[src/rtl/gpio_ctrl_pkg.sv]
package gpio_ctrl_pkg;

    localparam int NUM_BANKS = 4;
    localparam int ADDR_W    = 9;

    typedef enum logic [3:0] {
        REG_LEVEL  = 4'd0,
        REG_DIR    = 4'd1,
        REG_SET    = 4'd2,
        REG_CLR    = 4'd3,
        REG_RISE   = 4'd4,
        REG_FALL   = 4'd5,
        REG_STAT   = 4'd6,
        REG_ALT_LO = 4'd7,
        REG_ALT_HI = 4'd8,
        REG_NONE   = 4'd9
    } reg_kind_e;

    typedef struct packed {
        reg_kind_e   kind;
        logic [1:0]  bank;
    } reg_sel_t;

    // Fixed wake-capable pin lists, one word per bank
    function automatic logic [31:0] wake_bits(input int b);
        case (b)
            0:       return 32'h8003_FE1B;
            1:       return 32'h0020_01FC;
            2:       return 32'hEC08_0000;
            default: return 32'h0012_007F;
        endcase
    endfunction

endpackage

[src/rtl/gpio_addr_decode.sv]
module gpio_addr_decode
    import gpio_ctrl_pkg::*;
(
    input  logic [ADDR_W-1:0] addr,
    output reg_sel_t          sel
);
    localparam int PER_KIND_WORDS = 21;   // 7 kinds x 3 low banks
    localparam int ALT_END        = 29;   // 8 alternate-function words

    logic [5:0] idx;
    logic [5:0] alt_idx;

    assign idx     = addr[7:2];
    assign alt_idx = idx - 6'(PER_KIND_WORDS);

    always_comb begin
        sel.kind = REG_NONE;
        sel.bank = 2'd0;
        if (addr[1:0] == 2'b00) begin
            if (!addr[8]) begin
                if (idx < 6'(PER_KIND_WORDS)) begin
                    sel.kind = reg_kind_e'(4'(idx / 6'd3));
                    sel.bank = 2'(idx % 6'd3);
                end else if (idx < 6'(ALT_END)) begin
                    sel.kind = alt_idx[0] ? REG_ALT_HI : REG_ALT_LO;
                    sel.bank = 2'(alt_idx >> 1);
                end
            end else if (idx < 6'(PER_KIND_WORDS) && (idx % 6'd3) == 6'd0) begin
                sel.kind = reg_kind_e'(4'(idx / 6'd3));
                sel.bank = 2'd3;
            end
        end
    end
endmodule

[src/rtl/gpio_in_sync.sv]
module gpio_in_sync #(
    parameter int W = 128
) (
    input  logic         clk,
    input  logic         rst_n,
    input  logic [W-1:0] pin_in,
    output logic [W-1:0] level,
    output logic [W-1:0] prev
);
    logic [W-1:0] meta_q;

    always_ff @(posedge clk) begin
        if (!rst_n) begin
            meta_q <= '0;
            level  <= '0;
            prev   <= '0;
        end else begin
            meta_q <= pin_in;
            level  <= meta_q;
            prev   <= level;
        end
    end
endmodule

[src/rtl/gpio_bank.sv]
module gpio_bank
    import gpio_ctrl_pkg::*;
#(
    parameter int           W    = 32,
    parameter logic [W-1:0] WAKE = '0
) (
    input  logic      clk,
    input  logic      rst_n,
    input  logic      wr_en,
    input  reg_kind_e kind,
    input  logic [W-1:0] wdata,
    input  logic [W-1:0] level,
    input  logic [W-1:0] prev,
    output logic [W-1:0] rdata,
    output logic [W-1:0] latch,
    output logic [W-1:0] dir,
    output logic [W-1:0] status,
    output logic         wake_hit
);
    logic [W-1:0] set_last_q, rise_q, fall_q, alt_lo_q, alt_hi_q;
    logic [W-1:0] edge_up, edge_dn, stat_set, stat_clr;

    assign edge_up  = level & ~prev & ~dir;
    assign edge_dn  = ~level & prev & ~dir;
    assign stat_set = (edge_up & rise_q) | (edge_dn & fall_q);
    assign stat_clr = (wr_en && kind == REG_STAT) ? wdata : '0;
    assign wake_hit = |((edge_up | edge_dn) & WAKE);

    always_ff @(posedge clk) begin
        if (!rst_n) begin
            dir        <= '0;
            latch      <= '0;
            set_last_q <= '0;
            rise_q     <= '0;
            fall_q     <= '0;
            alt_lo_q   <= '0;
            alt_hi_q   <= '0;
        end else if (wr_en) begin
            unique case (kind)
                REG_DIR:    dir    <= wdata;
                REG_SET: begin
                    latch      <= latch | wdata;
                    set_last_q <= wdata;
                end
                REG_CLR:    latch    <= latch & ~wdata;
                REG_RISE:   rise_q   <= wdata;
                REG_FALL:   fall_q   <= wdata;
                REG_ALT_LO: alt_lo_q <= wdata;
                REG_ALT_HI: alt_hi_q <= wdata;
                default: ;
            endcase
        end
    end

    // A new edge outranks a clear landing on the same bit
    always_ff @(posedge clk) begin
        if (!rst_n) status <= '0;
        else        status <= (status & ~stat_clr) | stat_set;
    end

    always_comb begin
        unique case (kind)
            REG_LEVEL:  rdata = (latch & dir) | (level & ~dir);
            REG_DIR:    rdata = dir;
            REG_SET:    rdata = set_last_q;
            REG_RISE:   rdata = rise_q;
            REG_FALL:   rdata = fall_q;
            REG_STAT:   rdata = status;
            REG_ALT_LO: rdata = alt_lo_q;
            REG_ALT_HI: rdata = alt_hi_q;
            default:    rdata = '0;
        endcase
    end
endmodule

[src/rtl/gpio_bank_ctrl.sv]
module gpio_bank_ctrl
    import gpio_ctrl_pkg::*;
#(
    parameter int DATA_W = 32
) (
    input  logic                          clk,
    input  logic                          rst_n,
    input  logic                          bus_sel,
    input  logic                          bus_wr,
    input  logic [ADDR_W-1:0]             bus_addr,
    input  logic [DATA_W-1:0]             bus_wdata,
    output logic [DATA_W-1:0]             bus_rdata,
    input  logic [NUM_BANKS*DATA_W-1:0]   pin_in,
    output logic [NUM_BANKS*DATA_W-1:0]   pin_out,
    output logic [NUM_BANKS*DATA_W-1:0]   pin_oe,
    output logic                          irq_pin0,
    output logic                          irq_pin1,
    output logic                          irq_other,
    output logic                          wake_req
);
    localparam int PINS = NUM_BANKS * DATA_W;

    reg_sel_t         dec;
    logic [PINS-1:0]  lvl_s, prev_s, latch_all, dir_all, status_all;
    logic [DATA_W-1:0] bank_rd [NUM_BANKS];
    logic [NUM_BANKS-1:0] wake_hits;
    logic             do_write;

    assign do_write = bus_sel && bus_wr && dec.kind != REG_NONE;

    gpio_addr_decode u_dec (.addr(bus_addr), .sel(dec));

    gpio_in_sync #(.W(PINS)) u_sync (
        .clk(clk), .rst_n(rst_n), .pin_in(pin_in), .level(lvl_s), .prev(prev_s)
    );

    for (genvar g = 0; g < NUM_BANKS; g++) begin : g_bank
        localparam logic [DATA_W-1:0] WM = DATA_W'(wake_bits(g));
        gpio_bank #(.W(DATA_W), .WAKE(WM)) u_bank (
            .clk      (clk),
            .rst_n    (rst_n),
            .wr_en    (do_write && dec.bank == 2'(g)),
            .kind     (dec.kind),
            .wdata    (bus_wdata),
            .level    (lvl_s[g*DATA_W +: DATA_W]),
            .prev     (prev_s[g*DATA_W +: DATA_W]),
            .rdata    (bank_rd[g]),
            .latch    (latch_all[g*DATA_W +: DATA_W]),
            .dir      (dir_all[g*DATA_W +: DATA_W]),
            .status   (status_all[g*DATA_W +: DATA_W]),
            .wake_hit (wake_hits[g])
        );
    end

    assign bus_rdata = (bus_sel && !bus_wr) ? bank_rd[dec.bank] : '0;
    assign pin_oe    = dir_all;
    assign pin_out   = latch_all & dir_all;
    assign irq_pin0  = status_all[0];
    assign irq_pin1  = status_all[1];
    assign irq_other = |status_all[PINS-1:2];

    always_ff @(posedge clk) begin
        if (!rst_n) wake_req <= 1'b0;
        else        wake_req <= |wake_hits;
    end
endmodule

[config.mk]
export PLATFORM = sky130hd
export DESIGN_NAME = gpio_bank_ctrl
export DESIGN_NICKNAME = d
export VERILOG_FILES = /design/src/rtl/gpio_ctrl_pkg.sv /design/src/rtl/gpio_addr_decode.sv /design/src/rtl/gpio_in_sync.sv /design/src/rtl/gpio_bank.sv /design/src/rtl/gpio_bank_ctrl.sv
export SDC_FILE = /design/constraint.sdc
export NUM_CORES = 2
export LEC_CHECK = 0
export ABC_AREA = 1
export BUFFER_PORTS_ARGS = -buffer_cell sky130_fd_sc_hd__buf_2
export CELL_PAD_IN_SITES_DETAIL_PLACEMENT = 1
export CELL_PAD_IN_SITES_GLOBAL_PLACEMENT = 2
export CORE_UTILIZATION = 34
export DETAILED_ROUTE_END_ITERATION = 8
export MAX_ROUTING_LAYER = met4
export PLACE_DENSITY_LB_ADDON = 0.3
export SETUP_SLACK_MARGIN = 0.4
export SLEW_MARGIN = 20
export SYNTH_ARGS = -nofsm -noshare
export SYNTH_HDL_FRONTEND = slang
export SYNTH_SLANG_ARGS = --single-unit
export TNS_END_PERCENT = 5
[constraint.sdc]
create_clock -name clk -period 4.6 [get_ports clk]
set_input_delay 0.23 -clock clk [delete_from_list [all_inputs] [get_ports clk]]
set_output_delay 0.23 -clock clk [all_outputs]
set_load 0.02 [all_outputs]
==> flow_summary.ini <==
[outcome]
status = completed

[critical_path]
path_max_fanout = 13
crit_arrival_ns = 4.20
critPathLaunchType = primary input
crit_top_cell = buf_4
r2r_start = g_bank[1].u_bank.dir[21]$_SDFFE_PN0P_
reg2reg_depth = 9
crit_path_max_incr_delay_ns = 0.21
worstPathRequired_ns = 4.37
r2r_slack_ns = 1.21
worstReg2RegEnd = wake_req$_SDFF_PN0_
end_kind = output port
crit_type = primary input to output port
crit_slowest_cell = o21ai_4

[timing]
tightest_slew_ns = 1.25
maxSlewHeadroom = 0.158
fin_crit_sh = 0.962
slew_viol_final = 0
period_needed_ns = 4.43
grt_setup_unrepaired = true
setup_viol = 0
hold_viol = 0
finalClockSkew_ns = 0.0285
fmax_mhz = 226

[flow_run]
cap_violations = 0

[synthesis]
yosysWarnings = 0
yosys.area.top_type = dfxtp_1
synth_enable_flop_cells = 0
yosys.cell_types.count = 41
synth_nets = 9535
synthFlopType = dfxtp_1
synth_top_area_frac = 0.445
async_flop_share = 0
synth-seq-cells = 1409
seq_area_frac_synth = 0.445
synthCells = 9357
synth_area_leaders = dfxtp_1, nand2_1, a21oi_1, nand3_1, inv_1
syn_area_per_cell_um2 = 6.77
syn-cell-area_um2 = 63300

[die]
start_util = 0.342
core_um2 = 185000
die_x_um = 434
dieArea_um2 = 188000
dieHeight_um = 434
ios = 465
rows = 158

[placement]
place.gp.congestion = 0.991
io_buffers = 464
dp_hpwl_um = 226000
place_area_um2 = 70900

[worst_hold_path]
hold_start = bus_wdata[28]
worst_hold_path_type = primary input to flop
min_path_cells = 3

[global_routing]
antenna_found_initial = 20
grt-ovfl-total = 0
track_usage = 0.348
grt_max_degree = 152
grt_pass1_wl_um = 469000
grt_pass1_vias = 68169

[pwr]
ir_drop_mv = 0.365
power_leakage_nw = 36.4
p_per_area_nw_per_um2 = 353
power_mw = 28.5

[drt]
drt_iter0_drc = 6299
wl_per_cell_um = 25.9
viasPerCell = 5.45
drtAntennaViolNets = 0
drc = 0
routed_wl_um = 327000
num_vias = 68809
drtPass1Iterations = 5

[clock_tree]
numCtsBuffers = 165
cts_tree = done
clk_latency_ns = 0.85
cts_root_buf = clkbuf_16
clkTransAtPathRegs_ns = 0.06
clock-sinks = 1409
cts_max_level = 4
clockBufferDepth = 3

[layout]
syn2layout_area_growth_pct = 27.7
nFillCells = 23140
design_area_um2 = 80800
layout_common_cells = nand2_1, dfxtp_1, a21oi_1
drive_gt1_frac = 0.157
final_common_cell = nand2_1
utilization = 0.436
nets = 10170
[flip-flops by register name (all words and copies together), names as in the netlist, named ones only]
name and flops:
g_bank.u_bank.alt_lo_q 128, g_bank.u_bank.status 128, g_bank.u_bank.fall_q 128, g_bank.u_bank.alt_hi_q 128, u_sync.level 128, g_bank.u_bank.rise_q 128, g_bank.u_bank.dir 128, u_sync.meta_q 128
g_bank.u_bank.set_last_q 128, wake_req 1, u_sync.prev 128
[cell families (layout without fill, tap and decap cells)]
kind of cell	Yosys count	in the layout	share of synthesized area
AND/OR/NAND/NOR	4571	4571	0.304
XOR/XNOR	1	1	0.000138
buffers and inverters	1712	2485	0.113
AO/OA/AOI/OAI	1659	1659	0.137
flip-flops	1409	1409	0.445
other	0	14	0
adder cells (fa/ha/maj)	5	5	0.000988
[what timing repair did]
action / CTS / global route
endpoints found under the setup margin: 151 / 32
hold buffers: 138 / 0
cloned: 16 / 2
setup buffers: 60 / 21
endpoints found under the hold margin: 266 / 0
resized for setup: 329 / 87
pin swaps: 73 / 58
[power by group]
group	switching (mW)	internal, mW	total (mW)
clock	5.67	8.55	14.2
sequential	0.0857	12.3	12.4
combinational	1.33	0.560	1.89
total	7.09	21.5	28.5
[critical path, delay by kind of cell]
family | cells | cell delay [ns]
buffers and inverters | 14 | 1.93
and+or+nand+nor | 17 | 1.59
AOI/OAI and AO/OA | 2 | 0.39
[synth_stat cells, types with 2 or more instances]
cell type	count
a22o_1	18
o21ai_2	2
a21oi_1	1019
nand2_1	2802
o211ai_1	3
o21ai_0	502
o22ai_1	17
inv_1	975
or4_1	4
nor2_1	466
dlygate4sd1_1	7
nor3_1	69
buf_8	21
buf_2	248
a31oi_1	42
nand4_1	217
a41oi_1	49
nand3_1	900
nor2_2	4
o21ai_1	3
buf_4	35
nor4_1	98
inv_2	3
clkbuf_1	381
dfxtp_1	1409
ha_1	5
buf_1	37
clkbuf_2	4
nand2_2	5
[routing by layer]
| metal | vias to the layer above | wire length (um) | global-route usage |
|---|---|---|---|
| met3 | 582 | 22300 | 0.0486 |
| li1 | 31470 | - | - |
| met4 | 0 | 20300 | 0.196 |
| met2 | 2538 | 148000 | 0.536 |
| met1 | 34219 | 137000 | 0.438 |
| met5 | - | 0 | - |
[metrics by stage]
step	hold WS, ns	std cells	TNS (ns)	setup slack [ns]
after floorplan	0.323	9357	0	0.722
final	0.0312	12624	0	0.174
after detailed placement	0.400	12068	-224.49	-0.538
after global routing	0.0180	12617	0	0.0164
after CTS	0.00222	12587	0	0.221
after global placement	0.398	12068	-86.69	-0.419
[layout make-up]
type                    count  area, um2  share of cell area
multi-input cells        6236      29000               0.359
flip-flops and latches   1409      28200               0.349
inverters                 979       3720              0.0460
clock buffers             240       4930              0.0609
well taps                2480       3100              0.0384
diodes                     14       35.0            0.000433
clock inverters            65        910              0.0113
repair buffers           1201      10900               0.135
[worst max-delay path by stage]
stage	start	end	slack, ns	depth (start not counted)
global route	bus_addr[6]	bus_rdata[12]	0.02	35
global placement	bus_addr[6]	bus_rdata[19]	-0.42	34
detailed placement	bus_addr[6]	g_bank[1].u_bank.dir[26]$_SDFFE_PN0P_	-0.54	28
finish	bus_addr[6]	bus_rdata[24]	0.17	33
floorplan	bus_addr[7]	bus_rdata[11]	0.72	29
CTS	bus_addr[6]	bus_rdata[19]	0.22	35
(Power assumes the default switching activity.)
